### src/rtl/gated_down_counter.sv
module gated_down_counter #(
  parameter int W = 8
) (
  input  logic         clk,
  input  logic         rst_n,
  input  logic         en,
  input  logic         gate,
  input  logic         cmp_type,
  input  logic         tc_full,
  input  logic         irq_sel,
  input  logic         wr_en,
  input  logic         rd_en,
  input  logic [1:0]   addr,
  input  logic [W-1:0] wdata,
  output logic [W-1:0] rdata,
  output logic         prim_out,
  output logic         aux_out,
  output logic         irq
);
  localparam logic [1:0] A_CNT = 2'd0;
  localparam logic [1:0] A_PER = 2'd1;
  localparam logic [1:0] A_CMP = 2'd2;

  logic [W-1:0] count, period, cmpr;
  logic run, tc, stopped, cmp_hit;

  assign run     = en && gate;
  assign stopped = !run;
  assign tc      = run && (count == '0);
  assign cmp_hit = cmp_type ? (count <= cmpr) : (count < cmpr);

  always_ff @(posedge clk or negedge rst_n) begin
    if (!rst_n) begin
      count <= '0;
    end else if (!en) begin
      if (wr_en && addr == A_PER) count <= wdata;
    end else if (gate) begin
      if (count == '0) count <= period;
      else             count <= count - 1'b1;
    end
  end

  always_ff @(posedge clk or negedge rst_n) begin
    if (!rst_n)                      period <= '0;
    else if (wr_en && addr == A_PER) period <= wdata;
  end

  always_ff @(posedge clk or negedge rst_n) begin
    if (!rst_n)                                 cmpr <= '0;
    else if (wr_en && addr == A_CMP)            cmpr <= wdata;
    else if (rd_en && addr == A_CNT && stopped) cmpr <= count;
  end

  assign rdata    = (addr == A_CMP) ? cmpr : '0;
  assign prim_out = en && cmp_hit;
  assign aux_out  = tc_full ? tc : (tc && !clk);
  assign irq      = irq_sel ? prim_out : tc;
endmodule


### config.mk
export PLATFORM = sky130hd
export DESIGN_NAME = gated_down_counter
export DESIGN_NICKNAME = d
export VERILOG_FILES = /design/src/rtl/gated_down_counter.sv
export SDC_FILE = /design/constraint.sdc
export NUM_CORES = 1
export LEC_CHECK = 0
export BUFFER_PORTS_ARGS = -buffer_cell sky130_fd_sc_hd__buf_2
export CAP_MARGIN = 20
export CORE_MARGIN = 10
export CORE_UTILIZATION = 49
export DETAILED_ROUTE_END_ITERATION = 8
export PLACE_DENSITY = 0.74
export SYNTH_ARGS = -nofsm -noshare
export SYNTH_HDL_FRONTEND = slang
export SYNTH_SLANG_ARGS = --single-unit
### constraint.sdc
create_clock -name clk -period 2.3 [get_ports clk]
set_clock_uncertainty 0.15 [all_clocks]
set_input_delay 0.46 -clock clk [delete_from_list [all_inputs] [get_ports clk]]
set_output_delay 0.46 -clock clk [all_outputs]
set_load 0.05 [all_outputs]
; Word-level counts from Yosys, hierarchy flattened
; Cells that the tools add are included.
[word_totals]
reg_bits = 24
inputBits = 19
output_inout_bits = 11
wordCells = 34
[op_classes]
addsub = 1
magnitude_cmp = 2
n_eq_ne = 3
mux = 10
n_reduce_logical = 15
[ops]
columns = op, n
row1 = $mux W8, 7
row2 = $le A8 B8 Y1, 1
row3 = $logic_and A1 B1 Y1, 8
row4 = $logic_not A8 Y1, 1
row5 = $lt A8 B8 Y1, 1
row6 = $sub A8 B1 Y8 const B, 1
row7 = $reduce_bool A2 Y1, 2
row8 = $mux W1, 3
row9 = $eq A2 B1 Y1 const B, 1
row10 = $eq A2 B2 Y1 const B, 1
row11 = $logic_not A1 Y1, 2
row12 = $logic_not A2 Y1, 1
row13 = $ne A2 B2 Y1 const B, 1
row14 = $reduce_and A2 Y1, 1

; Depth between registers and ports, before layout
[depth]
depth_word = 5
mapped_depth = 9
mapped_depth_nobuf = 7

==> impl_metrics.py <==
metrics = {
    "detailed_routing": {
        "dr_wl_met3_um": 311,
        "viasPerCell": 5.661,
        "routed_wirelength_um": 4508,
        "wl_per_cell_um": 16.45,
        "top_layer": "met4",
        "drt_drc_violations_left": 0,
        "num_vias": 1551,
        "wl_met2_um": 2196,
        "drt_iter0_drc": 128,
        "drt_first_pass_iters": 4,
        "met1Wirelength_um": 1871,
        "ant_nets": 0,
    },
    "sta": {
        "rsz0062_at_grt": "yes",
        "fin_crit_sh_pct": 122.8,
        "maxSlewHeadroom_pct": 62.65,
        "post-route-min-period_ps": 2824,
        "finalWorstSetupSlack_ps": -524.1,
        "setup_viol": 4,
        "fmax_mhz": 354.1,
        "maxSlewViolCount": 0,
        "hold_violations": 0,
        "worst_slew_pin_slew_ps": 560.3,
    },
    "synthesis": {
        "synth_edf_count": 0,
        "ys_ff_latch": 24,
        "synth.yosys.warnings": 0,
        "synth_top_area_share_pct": 38.16,
        "synth_top_flop_cell": "dfrtp_1",
        "synth_seq_area_share_pct": 38.16,
        "synth_cell_types": 40,
        "synthCells": 175,
        "async_reset_ff_share_pct": 100.0,
        "syn_area_per_cell_um2": 8.994,
        "yosys.area.top_type": "dfrtp_1",
        "synth_area_leaders": "dfrtp_1 38%, ha_1 7.9%, a21oi_1 6.4%",
        "syn_nets": 204,
        "synth_area_mm2": 0.001574,
    },
    "die": {
        "coreArea_mm2": 0.003053,
        "row_count": 20,
        "die_h_um": 76.68,
        "die_area_mm2": 0.005879,
        "initial_core_util_pct": 51.56,
        "die_w_um": 76.68,
        "ios": 30,
    },
    "global_route": {
        "first_global_vias": 1612,
        "grt_pass1_wl_um": 7355,
        "grt_overflow": 0,
        "antenna_found_initial": 0,
        "grt_use_total_pct": 14.96,
        "grt_max_degree": 25,
    },
    "min_path": {
        "holdPathEnd": "count[4]",
        "holdCritPathClass": "input pin to register",
        "hp-start": "wdata[4]",
        "holdPathStages": 3,
    },
    "layout": {
        "layout.nets": 261,
        "final_util_pct": 69.34,
        "drive_gt1_share_pct": 36.96,
        "syn_to_final_growth_pct": 34.50,
        "fillCellCount": 255,
        "n_antenna_cell": 0,
    },
    "pwr": {
        "static-leakage-power_nw": 1.038,
        "irDropWorstVdd_uv": 445.4,
        "power.density_mw_per_mm2": 998.1,
    },
    "worst_setup_path": {
        "start_kind": "register",
        "slowest_stage": "or4b_4",
        "ff2ff_path_depth": 8,
        "cp_max_fo": 2,
        "path_cells": "inv_2 > ha_4 > or4b_4 > or2_4 > o31ai_4 > a31o_4 > buf_8",
        "max_stage_delay_ps": 460,
        "cp-end-kind": "output pin",
        "crit_required_ps": 1690,
        "critPathKind": "register to output pin",
        "cp.depth": 7,
        "reg2reg_slack_ps": 70,
        "path_delay_family": "simple AND/OR/NAND/NOR gates",
        "reg2reg_to": "count[0]",
        "r2r-start": "count[0]",
        "path_buf_inv": 2,
        "worstPathArrival_ps": 2210,
    },
    "outcome": {
        "violations": "negative setup slack",
        "status": "finished, violations left",
    },
    "placed_design": {
        "dp_slack_ps": -271.6,
        "gp_congestion": 0.8584,
        "dp_hpwl_um": 3373,
        "port_buffers": 29,
    },
    "clock_tree": {
        "clock_latency_ps": 420,
        "path_clk_slew_ps": 130,
        "cts_tree": "yes",
    },
    "job": {
        "drv_cap": 0,
    },
}
## logic make-up (layout without fill, tap and decap cells)
group           Yosys count  in the layout  synth area share (%)
fa+ha+maj                10             10                 7.949
compound gates           45             45                 17.33
mux                      18             18                 12.08
xor+xnor                  1              1                0.5565
buf+inv                  17             72                 4.610
flops                    24             24                 38.16
simple gates             60             60                 19.32
## routing by layer
| layer | GRT usage (%) | up-vias |
|---|---|---|
| met5 | 0 | - |
| met3 | 3.846 | 15 |
| met2 | 24.11 | 62 |
| met1 | 17.41 | 737 |
| met4 | 8.922 | 0 |
| li1 | - | 737 |
## cell usage after synthesis (2+ instances only)
library cell,count
nand4_1,2
nand2_1,10
nand3b_1,2
nand3_1,5
o21ai_0,9
nor2_1,18
and3_1,2
ha_1,10
o22ai_1,3
inv_1,11
a22oi_1,2
clkbuf_1,4
nor3_1,3
dfrtp_1,24
a21oi_1,20
mux2_2,8
mux2i_1,10
and2_1,8
nor2b_1,3
## final cells by class
class | count | area, µm² | share of cell area [%]
clock buffers | 7 | 56.30 | 2.660
repair buffers | 54 | 361.6 | 17.08
inverters | 11 | 41.29 | 1.950
flip-flops and latches | 24 | 601.8 | 28.43
well taps | 44 | 55.05 | 2.600
multi-input cells | 134 | 1001 | 47.28
## worst reg2reg max path, stage by stage, from the launching register on
cell,delay (ps)
dfrtp_1,420
inv_2,90
ha_4,130
or4b_4,460
or2_4,270
buf_6,130
buf_4,150
o2111ai_1,200
nand3_1,120
## metrics by stage
stage	hold WS, ps	instance area [µm²]	setup TNS, ps	instances	total power, mW
final	129.6	2117	-1497	274	2.113
after detailed placement	332.3	1961	-681.6	263	1.704
after global placement	325.3	1961	-513.4	263	1.651
after floorplan	14.41	1640	-535.2	175	1.335
after CTS	112.2	2088	-1679	273	2.059
after global routing	105.9	2117	-1792	274	2.265
## timing repair
action                     CTS  global route
hold endpoints to repair    24             0
setup endpoints to repair    4             6
resized for setup           12             4
hold buffers                 1             0
setup buffers                3             1
pin swaps                    5             6
## worst max path at each step
stage | startpoint | end
after floorplan | count[1] | irq
after global placement | count[1] | irq
after detailed placement | count[1] | irq
after CTS | count[0] | irq
after global routing | count[1] | irq
final | count[0] | irq
## report_power, final
group	internal [mW]	switching, mW	leakage (nW)
Combinational	0.556	0.605	0.716
Clock	0.139	0.149	0.0447
Sequential	0.548	0.116	0.277
## state kept, by name, indices dropped and copies added, names as in the netlist
name and count:
count 8, period 8, cmpr 8
## cell usage in the layout (no fill, tap or decap), types with 9 or more instances in the layout
| cell type | instances |
|---|---|
| nand2_1 | 10 |
| buf_4 | 24 |
| nor2_1 | 18 |
| a21oi_1 | 18 |
| buf_2 | 26 |
| dfrtp_1 | 23 |
| inv_1 | 9 |
| o21ai_0 | 9 |
| mux2i_1 | 10 |
Note: power is estimated with default switching activity, not from simulation.
